===== src/rtl/lisc_pkg.sv =====
package lisc_pkg;
  typedef enum logic [1:0] {
    SEL_NONE = 2'd0,
    SEL_ENA  = 2'd1,
    SEL_STAT = 2'd2
  } reg_sel_e;
endpackage


===== src/rtl/lisc_rst_sync.sv =====
module lisc_rst_sync #(
  parameter int STAGES = 2
) (
  input  logic clk,
  input  logic rst_n,
  output logic rst_sync_n
);
  logic [STAGES-1:0] sync_q;
  logic [STAGES-1:0] sync_d;

  always_comb begin
    sync_d = {sync_q[STAGES-2:0], 1'b1};
  end

  always_ff @(posedge clk or negedge rst_n) begin
    if (!rst_n) sync_q <= '0;
    else        sync_q <= sync_d;
  end

  assign rst_sync_n = sync_q[STAGES-1];

  assert_held_low_R1: assert property (@(posedge clk) !rst_n |=> !rst_sync_n);
endmodule


===== src/rtl/lisc_addr_dec.sv =====
module lisc_addr_dec
  import lisc_pkg::*;
#(
  parameter int          ADDR_W    = 8,
  parameter logic [ADDR_W-1:0] ENA_ADDR  = 8'h1B,
  parameter logic [ADDR_W-1:0] STAT_ADDR = 8'h1C
) (
  input  logic [ADDR_W-1:0] addr,
  output reg_sel_e          sel
);
  always_comb begin
    if (addr == ENA_ADDR)       sel = SEL_ENA;
    else if (addr == STAT_ADDR) sel = SEL_STAT;
    else                        sel = SEL_NONE;
  end
endmodule


===== src/rtl/lisc_stat_bit.sv =====
module lisc_stat_bit (
  input  logic clk,
  input  logic rst_n,
  input  logic evt,
  input  logic clr_req,
  output logic stat_q
);
  logic stat_d;
  logic stat_en;

  always_comb begin
    stat_en = evt | clr_req;
    stat_d  = evt;
  end

  always_ff @(posedge clk or negedge rst_n) begin
    if (!rst_n)       stat_q <= 1'b0;
    else if (stat_en) stat_q <= stat_d;
  end

  assert_set_R3: assert property (@(posedge clk) disable iff (!rst_n)
    evt |=> stat_q);
  assert_clear_R4: assert property (@(posedge clk) disable iff (!rst_n)
    (clr_req && !evt) |=> !stat_q);
  assert_hold_R5: assert property (@(posedge clk) disable iff (!rst_n)
    (stat_q && !(clr_req && !evt)) |=> stat_q);
endmodule


===== src/rtl/lisc_enable_reg.sv =====
module lisc_enable_reg #(
  parameter int N_EVT = 7
) (
  input  logic             clk,
  input  logic             rst_n,
  input  logic             wr_en,
  input  logic [N_EVT-1:0] wdata,
  output logic [N_EVT-1:0] ena_q
);
  logic [N_EVT-1:0] ena_d;

  always_comb begin
    ena_d = wdata;
  end

  always_ff @(posedge clk or negedge rst_n) begin
    if (!rst_n)     ena_q <= '0;
    else if (wr_en) ena_q <= ena_d;
  end

  assert_ena_wr_R2: assert property (@(posedge clk) disable iff (!rst_n)
    wr_en |=> (ena_q == $past(wdata)));
  assert_ena_keep_R8: assert property (@(posedge clk) disable iff (!rst_n)
    !wr_en |=> $stable(ena_q));
endmodule


===== src/rtl/lisc_irq_ctrl.sv =====
module lisc_irq_ctrl
  import lisc_pkg::*;
#(
  parameter int                ADDR_W    = 8,
  parameter int                DATA_W    = 8,
  parameter int                N_EVT     = 7,
  parameter logic [ADDR_W-1:0] ENA_ADDR  = 8'h1B,
  parameter logic [ADDR_W-1:0] STAT_ADDR = 8'h1C
) (
  input  logic              clk,
  input  logic              rst_n,
  input  logic [ADDR_W-1:0] bus_addr,
  input  logic              bus_wr,
  input  logic [DATA_W-1:0] bus_wdata,
  output logic [DATA_W-1:0] bus_rdata,
  input  logic [N_EVT-1:0]  evt_in,
  output logic              irq_out
);
  localparam int PAD_W = DATA_W - N_EVT;

  logic             rst_int_n;
  reg_sel_e         sel;
  logic             ena_wr;
  logic             stat_wr;
  logic [N_EVT-1:0] ena_q;
  logic [N_EVT-1:0] stat_q;
  logic [N_EVT-1:0] clr_req;

  lisc_rst_sync #(.STAGES(2)) u_rst (
    .clk        (clk),
    .rst_n      (rst_n),
    .rst_sync_n (rst_int_n)
  );

  lisc_addr_dec #(
    .ADDR_W    (ADDR_W),
    .ENA_ADDR  (ENA_ADDR),
    .STAT_ADDR (STAT_ADDR)
  ) u_dec (
    .addr (bus_addr),
    .sel  (sel)
  );

  always_comb begin
    ena_wr  = bus_wr && (sel == SEL_ENA);
    stat_wr = bus_wr && (sel == SEL_STAT);
    clr_req = stat_wr ? bus_wdata[N_EVT-1:0] : '0;
  end

  lisc_enable_reg #(.N_EVT(N_EVT)) u_ena (
    .clk   (clk),
    .rst_n (rst_int_n),
    .wr_en (ena_wr),
    .wdata (bus_wdata[N_EVT-1:0]),
    .ena_q (ena_q)
  );

  for (genvar i = 0; i < N_EVT; i++) begin : g_stat
    lisc_stat_bit u_bit (
      .clk     (clk),
      .rst_n   (rst_int_n),
      .evt     (evt_in[i]),
      .clr_req (clr_req[i]),
      .stat_q  (stat_q[i])
    );
  end

  always_comb begin
    unique case (sel)
      SEL_ENA:  bus_rdata = {{PAD_W{1'b0}}, ena_q};
      SEL_STAT: bus_rdata = {{PAD_W{1'b0}}, stat_q};
      default:  bus_rdata = '0;
    endcase
  end

  assign irq_out = |(stat_q & ena_q);

  assert_irq_off_R7: assert property (@(posedge clk) disable iff (!rst_int_n)
    (ena_wr && bus_wdata[N_EVT-1:0] == '0) |=> !irq_out);
  assert_irq_on_R7: assert property (@(posedge clk) disable iff (!rst_int_n)
    (ena_wr && |(bus_wdata[N_EVT-1:0] & evt_in)) |=> irq_out);
  assert_latch_R6: assert property (@(posedge clk) disable iff (!rst_int_n)
    (evt_in != '0) |=> (stat_q != '0));
  assert_top_bit_R8: assert property (@(posedge clk) disable iff (!rst_int_n)
    bus_rdata[DATA_W-1] == 1'b0);
  assert_unmapped_R8: assert property (@(posedge clk) disable iff (!rst_int_n)
    (sel == SEL_NONE) |-> (bus_rdata == '0));
endmodule


===== config.mk =====
export PLATFORM = sky130hd
export DESIGN_NAME = lisc_irq_ctrl
export DESIGN_NICKNAME = d
export VERILOG_FILES = /design/src/rtl/lisc_pkg.sv /design/src/rtl/lisc_rst_sync.sv /design/src/rtl/lisc_addr_dec.sv /design/src/rtl/lisc_stat_bit.sv /design/src/rtl/lisc_enable_reg.sv /design/src/rtl/lisc_irq_ctrl.sv
export SDC_FILE = /design/constraint.sdc
export NUM_CORES = 1
export LEC_CHECK = 0
export BUFFER_PORTS_ARGS = -buffer_cell sky130_fd_sc_hd__buf_2
export CAP_MARGIN = 20
export CORE_UTILIZATION = 50
export DETAILED_ROUTE_END_ITERATION = 12
export GPL_TIMING_DRIVEN = 0
export PLACE_DENSITY = 0.9
export SLEW_MARGIN = 20
export SYNTH_ARGS = -nofsm -noshare
export SYNTH_HDL_FRONTEND = slang
export SYNTH_SLANG_ARGS = --single-unit

===== constraint.sdc =====
create_clock -name clk -period 3.55 [get_ports clk]
set_input_delay 0.8875 -clock clk [delete_from_list [all_inputs] [get_ports clk]]
set_output_delay 0.8875 -clock clk [all_outputs]
set_load 0.05 [all_outputs]

# Word-level counts from Yosys, hierarchy flattened

Cells that the tools add are included.

Memories: 0
Output and inout bits: 9
Input bits: 26
Bits in registers: 16
Bits in read-only memories: 0
RAM bits: 0
Latch bits: 0

Muxes and demuxes: 4
Bitwise logic cells: 8
$lt $le $gt $ge: 0
Div/mod/pow operators: 0
Equal/unequal tests: 4
Shifts and indexed selects: 0
Add/subtract/negate cells: 0
Reduce and logical (&&, ||, !) cells: 3
Multipliers: 0

Operator list:

| kind               | count |
|---|---|
| $eq 8x5->1 const B | 2 |
| $pmux 7 s2         | 1 |
| $and 7x7->7        | 1 |
| $mux 7             | 1 |
| $or 1x1->1         | 7 |
| $reduce_or 7->1    | 1 |
| $mux 2             | 2 |
| $eq 2x1->1 const B | 1 |
| $eq 2x2->1 const B | 1 |
| $logic_and 1x1->1  | 2 |

# Logic depth before layout (Yosys ltp)

Depth after elaboration: 7
Gate-level depth with buffers: 5
Depth with buffers taken out: 3

# Hierarchy

From an unflattened synthesis, not the netlist that was laid out.

Cell total of the unflattened synthesis: 79
Area total of the unflattened synthesis: 875.8 um^2

Modules (own cells, without submodules):

| module          | instances | cells each | area each (um^2) |
|---|---|---|---|
| lisc_enable_reg | 1         | 15         | 291.5 |
| lisc_stat_bit   | 7         | 3          | 36.3 |
| lisc_irq_ctrl   | 1         | 34         | 229.0 |
| lisc_rst_sync   | 1         | 3          | 53.8 |
| lisc_addr_dec   | 1         | 6          | 47.5 |

# Least setup slack after synthesis

Ideal clock, no wire load.

Path kind: input to output
Start: input port bus_addr[7]
End: output port bus_rdata[0]
Arrival: 2.635 ns
Stages: 5
Required time: 2.663 ns
Path buffers: 2
Path slack: 0.028 ns
Cell sequence: or4b_1 -> buf_2 -> or2_2 -> clkbuf_1 -> nor2_1

Cells in the longest elaborated chain, start to end: 5

Ends and longest elaborated chain:

| element                                  | line                | source |
|---|---|---|
| start: declaration                       | lisc_irq_ctrl.sv:12 | `input logic [ADDR_W-1:0] bus_addr,` |
| $eq 8x5->1                               | lisc_addr_dec.sv:13 | `else if (addr == STAT_ADDR) sel = SEL_STAT;` |
| $mux 2                                   | lisc_addr_dec.sv:13 |  |
| $mux 2 *                                 | lisc_addr_dec.sv:12 | `if (addr == ENA_ADDR) sel = SEL_ENA;` |
| $eq 2x2->1 or $eq 2x1->1 (tied branches) | lisc_irq_ctrl.sv:69 | `unique case (sel)` |
| $pmux 7 s2 *                             | lisc_irq_ctrl.sv:69 |  |
| end: declaration                         | lisc_irq_ctrl.sv:15 | `output logic [DATA_W-1:0] bus_rdata,` |

Every way passes the cells marked *; elsewhere a longest branch is shown, timed or not.

# Worst setup path after layout

Start: input port bus_addr[7]
End: output port bus_rdata[4]

Same word-level chain as after synthesis.

==> results list <==
* Clock insertion delay at the later pin of the skew report: 0.29 ns
- In this run the cell area of the synthesized design comes to 878.3 sq um.
- H-tree depth: 1
- In this run the worst hold path is classified as flip-flop to async pin.
- Overall Global Routing Usage: 23.17%
* Final worst path period share: 97.59%
- The die is 43.91 microns wide.
- Syn Nets: 104
* Utilization of the core after routing: 68.41%
- Die Y: 43.91 microns
- The final max-slew violation count came to 0.
* Syn_area_per_cell: 11.26 sq um
* Io pins: 35
- The finished layout holds 128 standard cells, fillers aside.
- In this run, CTS created clock tree buffers numbering 3.
- On the critical path, the stage with the largest delay is an instance of sky130_fd_sc_hd__or4b_1.
* Violation count after the first detailed-route iteration: 36
- CTS tree: built
- Area used by multi-input combinational logic: 406.6 sq um
* Required time at the worst-slack endpoint: 2.66 ns
- For the finished layout, the period the worst path requires is 3.465 ns.
* Cell chosen for the clock root: sky130_fd_sc_hd__clkbuf_4
- Actual slew at the worst max-slew pin: 0.8513 ns
- In this run, placement finished with an instance count of 125.
- Length in cells of the worst reg-to-reg path: 1
- Among the stages of the critical path, the cell type that occurs most often is sky130_fd_sc_hd__buf_2.
- Total negative slack for setup checks: 0 ns
* Gr ovfl total: 0
- Across the run, the number of max-cap violations was 0.
- Power spread over the standard cell area amounts to 325.4 nW/um^2.
- Detailed-route wire length per cell: 15.29 microns
- In the routed design, unresolved DRC markers number 0.
- Count of nets after finishing: 140
* Worst reg2reg startpoint: u_ena.ena_q[6]
- TritonRoute pass-1 iters: 6
- CP Launch Type: input pin
* Number of failing setup endpoints in the final timing report: 0
- Share of final-layout standard cells stronger than drive strength 1: 43.75%
* Largest area contributor in the synthesized netlist: sky130_fd_sc_hd__dfrtp_1
- Vias after detailed routing: 746
* Post-cts gate resize count: 0
- Area share of the leading cell type in the synthesized netlist: 45.58%
- The flow ran to the end, and the final reports show no timing, DRC or antenna violations.
* Sequential cell area fraction in the yosys report: 45.58%
* DRT antenna net count: 0
- Synth unique cells: 22
- Hold violation count in the final report: 0
* Overall power: 0.3509 mW
- Area added between synthesis and finish: 22.79%
- Number of sinks on the clock net: 16
- Number of buffer cells added on primary ports: 31
- Arrival time of the worst setup path: 2.58 ns
- In this run the critical register-to-register path is captured at u_ena.ena_q[6].
- At the placement stage, the worst setup path has a slack of 0.09125 ns.
- Traced cell by cell, the critical path runs through buf_2 > or4b_1 > buf_2 > or2_2 > clkbuf_1 > nor2_1 > buf_2.
- Antenna diode count: 0
* Placeable Area: 1577 sq um
* Post-CTS Setup Bufs: 0
- In this run the tightest slew margin relative to its limit is 43.12%.
- The worst setup path is captured at a primary output.
- Across all register-to-register paths, the minimum setup slack is 2.76 ns.
* Weighted congestion at the end of routability-driven global placement: 0.8255
- Startpoint-to-endpoint class of the critical path: input pin to primary output
- The largest single stage delay on the critical path is 0.50 ns.
* Highest net fanout along the worst path: 9
- Antenna violations before repair: 0
* Number of fill cells in the layout: 133
- Clock buffer depth: 2
- The clock arrives with 0.004418 ns of skew.
* Achievable frequency: 288.6 MHz
- Detailed placement HPWL: 1473 microns
- Maximum resistive drop on vdd: 0.2539 mV
- In the synthesized netlist, the number of instances is 78.
* Average vias per placed instance: 5.828
* Number of storage elements in the synthesis netlist: 16
- Yosys attributes the largest share of cell area to sky130_fd_sc_hd__dfrtp_1 46%, sky130_fd_sc_hd__mux2_4 12%, sky130_fd_sc_hd__a22oi_1 7.7%.
- Entering global routing, the biggest net connects 15 pins.
* Hold buffer count at CTS: 0
- The floorplan has 14 rows.
- Setup repair after global routing left no endpoint under its margin.
- Setup WS post-layout: 0.08546 ns
* First-pass GRT wire length: 3153 microns
* Vias in the first global route: 715
* Area taken by flip-flops and latches: 400.4 sq um
- Clock-pin slew reported for the worst setup and hold paths after clock tree synthesis: 0.09 ns
* Static leakage: 0.5141 nW
- For this configuration, the core starts out at a cell density of 55.71%.
* Sum of routed wire length over all layers: 1957 microns
- The die covers 1928 sq um.
- The Yosys step of the flow raised 0 warnings.
cells by family after synthesis:
group,share of synthesized area [%]
other,0.8550
buffers and inverters,8.120
multiplexers,11.97
AND/OR/NAND/NOR,18.66
flip-flops,45.58
AO/OA/AOI/OAI,14.81
worst max-delay path by stage:
stage | endpoint | cells past startpoint | from | slack, ns
6_report | bus_rdata[4] | 7 | bus_addr[7] | 0.09
3_5_place_dp | bus_rdata[2] | 7 | bus_addr[7] | 0.09
2_1_floorplan | bus_rdata[0] | 5 | bus_addr[7] | 0.03
3_3_place_gp | bus_rdata[2] | 7 | bus_addr[7] | 0.14
5_1_grt | bus_rdata[4] | 7 | bus_addr[7] | 0.0001
4_1_cts | bus_rdata[2] | 7 | bus_addr[7] | 0.09
report_power, final:
part | internal (mW) | total (mW) | leakage, nW | switching (mW)
clock network | 0.0395 | 0.0957 | 0.0138 | 0.0563
registers | 0.187 | 0.194 | 0.181 | 0.00655
logic | 0.0291 | 0.0615 | 0.319 | 0.0324
total | 0.256 | 0.351 | 0.514 | 0.0953
critical path: cells and delay by family:
family | cells | cell delay, ns
buffers and inverters | 4 | 0.75
and+or+nand+nor | 3 | 0.93
metrics by stage:
stage,hold WS [ns],cell area (sq um)
after floorplan,0.1735,878.3
after global placement,0.2338,1054
after detailed placement,0.2523,1054
after CTS,0.2533,1076
after global routing,0.3090,1079
final,0.2339,1079
state kept, by name (all words and copies together) (netlist names):
name / count
g_stat.u_bit.stat_q: 7
u_rst.sync_q: 2
u_ena.ena_q: 7
cell usage in the layout, fill, tap and decap left out:
master,synthesis,final
sky130_fd_sc_hd__conb_1,2,2
sky130_fd_sc_hd__or4_1,6,6
sky130_fd_sc_hd__nand3_1,1,1
sky130_fd_sc_hd__and3b_2,1,1
sky130_fd_sc_hd__buf_4,1,1
sky130_fd_sc_hd__clkbuf_4,0,4
sky130_fd_sc_hd__nand2_1,7,7
sky130_fd_sc_hd__buf_2,1,31
sky130_fd_sc_hd__bufbuf_16,1,1
sky130_fd_sc_hd__mux2_4,7,7
sky130_fd_sc_hd__or2_2,1,1
sky130_fd_sc_hd__or4b_1,2,2
sky130_fd_sc_hd__clkbuf_1,2,2
sky130_fd_sc_hd__a21o_1,7,7
sky130_fd_sc_hd__dfrtp_1,16,16
sky130_fd_sc_hd__nor2_1,7,7
sky130_fd_sc_hd__buf_6,1,1
sky130_fd_sc_hd__or3b_2,1,1
sky130_fd_sc_hd__inv_1,2,2
sky130_fd_sc_hd__a222oi_1,1,1
sky130_fd_sc_hd__a22oi_1,9,9
sky130_fd_sc_hd__nor3b_1,1,1
sky130_fd_sc_hd__or4_2,1,1
cells in the mapped netlist:
library cell and instances:
sky130_fd_sc_hd__or4b_1 2, sky130_fd_sc_hd__inv_1 2, sky130_fd_sc_hd__or4_1 6, sky130_fd_sc_hd__nor3b_1 1, sky130_fd_sc_hd__conb_1 2, sky130_fd_sc_hd__bufbuf_16 1
sky130_fd_sc_hd__a21o_1 7, sky130_fd_sc_hd__or2_2 1, sky130_fd_sc_hd__nand3_1 1, sky130_fd_sc_hd__clkbuf_1 2, sky130_fd_sc_hd__nor2_1 7, sky130_fd_sc_hd__or3b_2 1
sky130_fd_sc_hd__nand2_1 7, sky130_fd_sc_hd__buf_2 1, sky130_fd_sc_hd__a22oi_1 9, sky130_fd_sc_hd__buf_4 1, sky130_fd_sc_hd__dfrtp_1 16, sky130_fd_sc_hd__a222oi_1 1
sky130_fd_sc_hd__buf_6 1, sky130_fd_sc_hd__and3b_2 1, sky130_fd_sc_hd__mux2_4 7, sky130_fd_sc_hd__or4_2 1
routing by layer:
layer	wire, microns	part of all wire (%)	global-route usage (%)
met1	802	41	31.10
met2	986	50	37.61
met3	122	6.2	2.500
met4	46	2.4	10.91
met5	0	0	0
cell type report:
type	count	area share [%]
flip-flops and latches	16	37.12
plain buffers	6	5.916
clock buffers	3	2.088
multi-input cells	54	37.70
inverters	2	0.6961
repair buffers	31	14.62
well taps	16	1.856
Note: power is estimated with default switching activity, not from simulation.
